$ cat src/rtl/plcp_tx_pkg.sv
package plcp_tx_pkg;
  localparam int BYTE_W      = 8;
  localparam int NIB_W       = 4;
  localparam int OH_BYTES    = 4;
  localparam int TRL_W       = 4;
  localparam int STUFF_CYCLE = 3;
  localparam int PH_W        = 2;
  localparam logic [BYTE_W-1:0] SYNC_HI   = 8'hF6;
  localparam logic [BYTE_W-1:0] SYNC_LO   = 8'h28;
  localparam logic [BYTE_W-1:0] FILL_BYTE = 8'h6A;
  localparam logic [NIB_W-1:0]  TRL_NIB   = 4'hC;

  // row indicator: counts down from the first row to the last
  function automatic logic [BYTE_W-1:0] row_mark(input int row, input int rows);
    return BYTE_W'((rows - 1 - row) * 4 + 1);
  endfunction

  // stuffing phase code carried in the last overhead byte
  function automatic logic [BYTE_W-1:0] stuff_code(input int ph);
    case (ph)
      0:       return 8'hFF;
      1:       return 8'h00;
      default: return 8'h66;
    endcase
  endfunction

  function automatic int trailer_len(input int ph);
    return (ph == 1) ? 14 : 13;
  endfunction

  function automatic logic [BYTE_W-1:0] idle_byte(input int k);
    if (k < 3)       return 8'h00;
    else if (k == 3) return 8'h01;
    else if (k == 4) return 8'h52;
    else             return FILL_BYTE;
  endfunction
endpackage

$ cat src/rtl/plcp_tx_position.sv
module plcp_tx_position
  import plcp_tx_pkg::*;
#(
  parameter int ROWS       = 12,
  parameter int CELL_BYTES = 53,
  parameter int CW         = 7,
  parameter int RW         = 4
) (
  input  logic            clk,
  input  logic            rst_n,
  input  logic            step,
  input  logic            framed,
  input  logic            restart,
  output logic [RW-1:0]   row,
  output logic [CW-1:0]   col,
  output logic            in_trl,
  output logic [PH_W-1:0] phase,
  output logic            at_start,
  output logic            last_trl
);
  localparam int ROW_NIBS  = 2 * (CELL_BYTES + OH_BYTES);
  localparam int CELL_NIBS = 2 * CELL_BYTES;

  logic [TRL_W-1:0] trl_idx;

  assign at_start = (col == '0) && (row == '0) && !in_trl;
  assign last_trl = in_trl && (int'(trl_idx) == trailer_len(int'(phase)) - 1);

  always_ff @(posedge clk or negedge rst_n) begin
    if (!rst_n) begin
      row <= '0; col <= '0; in_trl <= 1'b0; trl_idx <= '0; phase <= '0;
    end else if (step) begin
      if (restart) begin
        row <= '0; col <= CW'(1); in_trl <= 1'b0; trl_idx <= '0; phase <= '0;
      end else if (!framed) begin
        col <= (int'(col) == CELL_NIBS - 1) ? '0 : col + 1'b1;
      end else if (in_trl) begin
        if (last_trl) begin
          in_trl  <= 1'b0;
          trl_idx <= '0;
          phase   <= (int'(phase) == STUFF_CYCLE - 1) ? '0 : phase + 1'b1;
        end else begin
          trl_idx <= trl_idx + 1'b1;
        end
      end else if (int'(col) == ROW_NIBS - 1) begin
        col <= '0;
        if (int'(row) == ROWS - 1) begin
          row    <= '0;
          in_trl <= 1'b1;
        end else begin
          row <= row + 1'b1;
        end
      end else begin
        col <= col + 1'b1;
      end
    end
  end
endmodule

$ cat src/rtl/plcp_tx_nibble_mux.sv
module plcp_tx_nibble_mux
  import plcp_tx_pkg::*;
#(
  parameter int ROWS       = 12,
  parameter int CELL_BYTES = 53,
  parameter int CW         = 7,
  parameter int RW         = 4
) (
  input  logic              framed,
  input  logic [RW-1:0]     row,
  input  logic [CW-1:0]     col,
  input  logic              in_trl,
  input  logic [PH_W-1:0]   phase,
  input  logic              user_sel,
  input  logic              cell_valid,
  input  logic [BYTE_W-1:0] cell_data,
  input  logic [NIB_W-1:0]  lo_hold,
  output logic [NIB_W-1:0]  nib,
  output logic [NIB_W-1:0]  lo_next,
  output logic              cell_hi,
  output logic              cell_first
);
  int                bidx;
  int                k;
  logic              hi;
  logic              in_cell;
  logic [BYTE_W-1:0] oh_b;
  logic [BYTE_W-1:0] cell_b;

  always_comb begin
    bidx    = int'(col >> 1);
    hi      = ~col[0];
    k       = framed ? bidx - OH_BYTES : bidx;
    in_cell = !in_trl && (!framed || bidx >= OH_BYTES);
    if (user_sel) cell_b = cell_valid ? cell_data : FILL_BYTE;
    else          cell_b = idle_byte(k);
    case (bidx)
      0:       oh_b = SYNC_HI;
      1:       oh_b = SYNC_LO;
      2:       oh_b = row_mark(int'(row), ROWS);
      default: oh_b = (int'(row) == ROWS - 1) ? stuff_code(int'(phase)) : '0;
    endcase
    if (in_trl)       nib = TRL_NIB;
    else if (in_cell) nib = hi ? cell_b[7:4] : lo_hold;
    else              nib = hi ? oh_b[7:4] : oh_b[3:0];
    lo_next    = cell_b[3:0];
    cell_hi    = in_cell && hi;
    cell_first = in_cell && hi && (k == 0);
  end
endmodule

$ cat src/rtl/plcp_tx_assembler.sv
module plcp_tx_assembler
  import plcp_tx_pkg::*;
#(
  parameter int ROWS       = 12,
  parameter int CELL_BYTES = 53
) (
  input  logic              clk,
  input  logic              rst_n,
  input  logic              cfg_plcp_en,
  input  logic              cell_valid,
  input  logic              cell_sop,
  input  logic [BYTE_W-1:0] cell_data,
  output logic              cell_ready,
  input  logic              nib_req,
  output logic [NIB_W-1:0]  nib_out,
  output logic              frame_done,
  output logic              mode_plcp
);
  localparam int CW = $clog2(2 * (CELL_BYTES + OH_BYTES));
  localparam int RW = $clog2(ROWS);

  logic              mode_q, user_q, fd_q;
  logic [NIB_W-1:0]  nib_q, lo_hold_q, nib_c, lo_next;
  logic [RW-1:0]     row;
  logic [CW-1:0]     col;
  logic [PH_W-1:0]   phase;
  logic              in_trl, at_start, last_trl, cell_hi, cell_first;
  logic              switch_mode, eff_mode, user_now;

  // named events for the checker
  logic ev_frame_end, ev_cell_start, ev_mode_switch;

  assign switch_mode = at_start && (cfg_plcp_en != mode_q);
  assign eff_mode    = switch_mode ? cfg_plcp_en : mode_q;
  assign user_now    = cell_first ? (cell_valid && cell_sop) : user_q;
  assign cell_ready  = nib_req && cell_hi && user_now;

  assign ev_frame_end   = nib_req && last_trl;
  assign ev_cell_start  = nib_req && cell_first;
  assign ev_mode_switch = nib_req && switch_mode;

  plcp_tx_position #(.ROWS(ROWS), .CELL_BYTES(CELL_BYTES), .CW(CW), .RW(RW)) u_pos (
    .clk(clk), .rst_n(rst_n), .step(nib_req), .framed(eff_mode), .restart(switch_mode),
    .row(row), .col(col), .in_trl(in_trl), .phase(phase),
    .at_start(at_start), .last_trl(last_trl)
  );

  plcp_tx_nibble_mux #(.ROWS(ROWS), .CELL_BYTES(CELL_BYTES), .CW(CW), .RW(RW)) u_mux (
    .framed(eff_mode), .row(row), .col(col), .in_trl(in_trl), .phase(phase),
    .user_sel(user_now), .cell_valid(cell_valid), .cell_data(cell_data),
    .lo_hold(lo_hold_q), .nib(nib_c), .lo_next(lo_next),
    .cell_hi(cell_hi), .cell_first(cell_first)
  );

  always_ff @(posedge clk or negedge rst_n) begin
    if (!rst_n) begin
      mode_q <= 1'b0; user_q <= 1'b0; fd_q <= 1'b0;
      nib_q <= '0; lo_hold_q <= '0;
    end else if (nib_req) begin
      mode_q <= eff_mode;
      nib_q  <= nib_c;
      fd_q   <= last_trl;
      if (cell_first) user_q    <= user_now;
      if (cell_hi)    lo_hold_q <= lo_next;
    end
  end

  assign nib_out    = nib_q;
  assign frame_done = fd_q;
  assign mode_plcp  = mode_q;
endmodule

$ cat config.mk
export PLATFORM = sky130hd
export DESIGN_NAME = plcp_tx_assembler
export DESIGN_NICKNAME = d
export VERILOG_FILES = /design/src/rtl/plcp_tx_pkg.sv /design/src/rtl/plcp_tx_position.sv /design/src/rtl/plcp_tx_nibble_mux.sv /design/src/rtl/plcp_tx_assembler.sv
export SDC_FILE = /design/constraint.sdc
export NUM_CORES = 1
export LEC_CHECK = 0
export ABC_AREA = 1
export CELL_PAD_IN_SITES_DETAIL_PLACEMENT = 2
export CELL_PAD_IN_SITES_GLOBAL_PLACEMENT = 2
export CORE_ASPECT_RATIO = 0.5
export CORE_UTILIZATION = 35
export CTS_BUF_LIST = sky130_fd_sc_hd__clkbuf_8
export DETAILED_ROUTE_END_ITERATION = 12
export GPL_TIMING_DRIVEN = 0
export PLACE_DENSITY_LB_ADDON = 0.1
export SYNTH_ARGS = -nofsm -noshare
export SYNTH_HDL_FRONTEND = slang
export SYNTH_HIERARCHICAL = 1
export SYNTH_SLANG_ARGS = --single-unit
$ cat constraint.sdc
create_clock -name clk -period 6.2 [get_ports clk]
set_input_delay 1.24 -clock clk [delete_from_list [all_inputs] [get_ports clk]]
set_output_delay 1.24 -clock clk [all_outputs]
set_load 0.05 [all_outputs]
==> results.json <==
{
  "postCtsResizedCells": 0,
  "period_share_pct": 90.5,
  "grtUsageTotal_pct": 26.4,
  "netlist_instances": 354,
  "arrival_ns": 4.37,
  "ant_nets": 0,
  "clockRootBuffer": "clkbuf_8",
  "start_util_pct": 37.2,
  "cts_buffers": 5,
  "critPathMaxFanout": 12,
  "path_cells": "clkdlybuf4s50_1, inv_1, nand2_1, and2_1, inv_2, nor2_4, nand4_1, nand2_2, nor2_4, nand2_1, nor2_1, inv_1, nand2_1, a21oi_1, clkdlybuf4s50_1",
  "antenna_found_initial": 0,
  "fp.dieH_microns": 59.5,
  "cap_violations": 0,
  "worst_slew_pin_slew_ns": 0.740,
  "cpPeakStageDelay_ns": 0.82,
  "synth_area_leader_cell": "dfrtp_1",
  "ff2ff_setup_slack_ns": 2.07,
  "r2r-end": "nib_out[0]",
  "r2r_cells": 24,
  "ioPinCount": 21,
  "layout_common_cells": "nand2_1, inv_1, nand3_1",
  "final_cell_count_no_fill": 470,
  "grt_pass1_vias": 2712,
  "synth_area_leaders": "dfrtp_1, nand2_1, nand3_1, inv_1, nor2_1",
  "via_per_inst": 5.31,
  "rsz0062_at_grt": "false",
  "cts_tree": "done",
  "place_inst": 462,
  "rows": 20,
  "regToRegStartpoint": "u_pos/col[3]",
  "leakage_nw": 1.37,
  "max_freq_mhz": 178,
  "end_kind": "output port",
  "status": "finished, final reports clean",
  "cp.required_ns": 4.96,
  "syn_nets": 379,
  "layout-drive-gt1-share_pct": 7.59,
  "path_class": "in2out",
  "area_growth_pct": 18.2,
  "seq_area_sq_um": 726,
  "cts_setup_buffers": 0,
  "layout_min_cycle_time_ns": 5.61,
  "hold_viol": 0,
  "yosys_register_bits": 29,
  "port_buffers": 20,
  "synth.distinct_cells": 33,
  "gp_congestion": 0.878,
  "holdBufCountCts": 0,
  "path_clk_slew_ns": 0.07,
  "synth_top_area_share_pct": 31.3,
  "maxSlewViolCount": 0,
  "finalWirelength_microns": 8170,
  "hold_end": "nib_out[1]",
  "grt_pass1_wl_microns": 13500,
  "cp-start-kind": "input pin",
  "fillCellCount": 756,
  "finish.utilization_pct": 44.0,
  "die-area_sq_um": 6970,
  "vias": 2496,
  "cts_buffer_depth": 2,
  "synth_area_per_cell_sq_um": 6.55,
  "coreArea_sq_um": 6230,
  "slowest_stage": "clkdlybuf4s50_1",
  "hold_class": "reg2reg",
  "ir_drop_mv": 0.146,
  "slew_headroom_pct": 50.6,
  "skew_ns": 0.0146,
  "fin_nets": 406,
  "insertion_delay_ns": 0.31,
  "grt_max_degree": 30,
  "setup_violations": 0,
  "cts_max_level": 2,
  "first_pass_iters": 4,
  "setup_tns_ns": 0,
  "drt-initial-drc-count": 104,
  "antenna_cells": 0,
  "final_common_cell": "nand2_1",
  "place.detailed.hpwl_microns": 6180,
  "route.detailed.wl_per_inst_microns": 17.4,
  "die_w_microns": 117,
  "netlist_area_sq_um": 2320,
  "min_from": "nib_out[1]",
  "drc": 0,
  "cellPowerDensity_nw_per_um2": 270,
  "crit_top_cell": "nand2_1",
  "multiInputGateArea_sq_um": 1370,
  "ys_warn_count": 6,
  "synth-seq-area-share_pct": 31.3,
  "clock_sinks": 29,
  "hold_depth": 2,
  "grt_overflow": 0
}
==> final cells by class <==
class / instances / area share (%)
Buffer: 4 / 1.28
Clock buffer: 6 / 3.02
Clock inverter: 2 / 1.23
Inverter: 50 / 6.85
Multi-Input combinational cell: 271 / 50.0
Sequential cell: 29 / 26.5
Tap cell: 88 / 4.02
Timing Repair Buffer: 20 / 7.13
==> worst max-delay path, delay by kind of cell <==
kind                   cells  cell delay, ns
buffers and inverters      5            1.58
AND/OR/NAND/NOR            9            1.37
AO/OA/AOI/OAI              1            0.17
==> how the worst max path moves through the flow <==
stage               slack (ns)  cells past startpoint         from    endpoint
floorplan                 1.72                     12  cfg_plcp_en  cell_ready
global route              0.35                     13  cfg_plcp_en  cell_ready
finish                    0.59                     15  cfg_plcp_en  cell_ready
global placement          0.79                     14  cfg_plcp_en  cell_ready
CTS                       0.60                     15  cfg_plcp_en  cell_ready
detailed placement        0.62                     15  cfg_plcp_en  cell_ready
==> state kept, by name (all words and copies together) (netlist names) <==
signal and flops:
frame_done 1, lo_hold_q 4, mode_plcp 1, nib_out 4, u_pos/col 7, u_pos/in_trl 1
u_pos/phase 2, u_pos/row 4, u_pos/trl_idx 4, user_q 1
==> Yosys cell counts (all sizes together) <==
master	n
a21oi	13
o21ai	15
and2	2
nand4	17
o211ai	2
xor2	1
o31ai	1
o21bai	2
or2	1
dfrtp	29
o22ai	1
nand3	45
nor2	42
nor3	4
o21a	1
o211a	1
nand2	111
a31oi	1
inv	50
buf	4
ha	11
==> cell families after synthesis <==
family,synth area share [%]
simple gates,43.3
flops,31.3
compound gates,9.45
buf+inv,9.61
xor+xnor,0.378
fa+ha+maj,5.94
==> layer usage <==
layer / part of all wire, % / track usage [%] / up-vias
met1: 47 / 33.0 / 1239
met3: 3.7 / 6.24 / 13
li1: - / - / 1204
met5: 0 / 0 / -
met4: 1.8 / 8.86 / 0
met2: 47 / 45.5 / 40
==> power by group <==
| part | switching [mW] | leakage [nW] | internal (mW) |
|---|---|---|---|
| clock | 0.0900 | 0.0626 | 0.129 |
| combinational | 0.167 | 0.939 | 0.0865 |
| sequential | 0.0582 | 0.365 | 0.208 |
==> through the flow <==
step                      hold slack [ns]  power [mW]  cell area [sq um]  setup slack, ns
after floorplan                     0.442       0.428               2320             1.72
after global placement              0.456       0.499               2630            0.787
after detailed placement            0.474       0.521               2620            0.615
after CTS                           0.490       0.741               2740            0.601
after global routing                0.521       0.790               2740            0.351
final                               0.492       0.740               2740            0.592
Note: power is estimated with default switching activity, not from simulation.
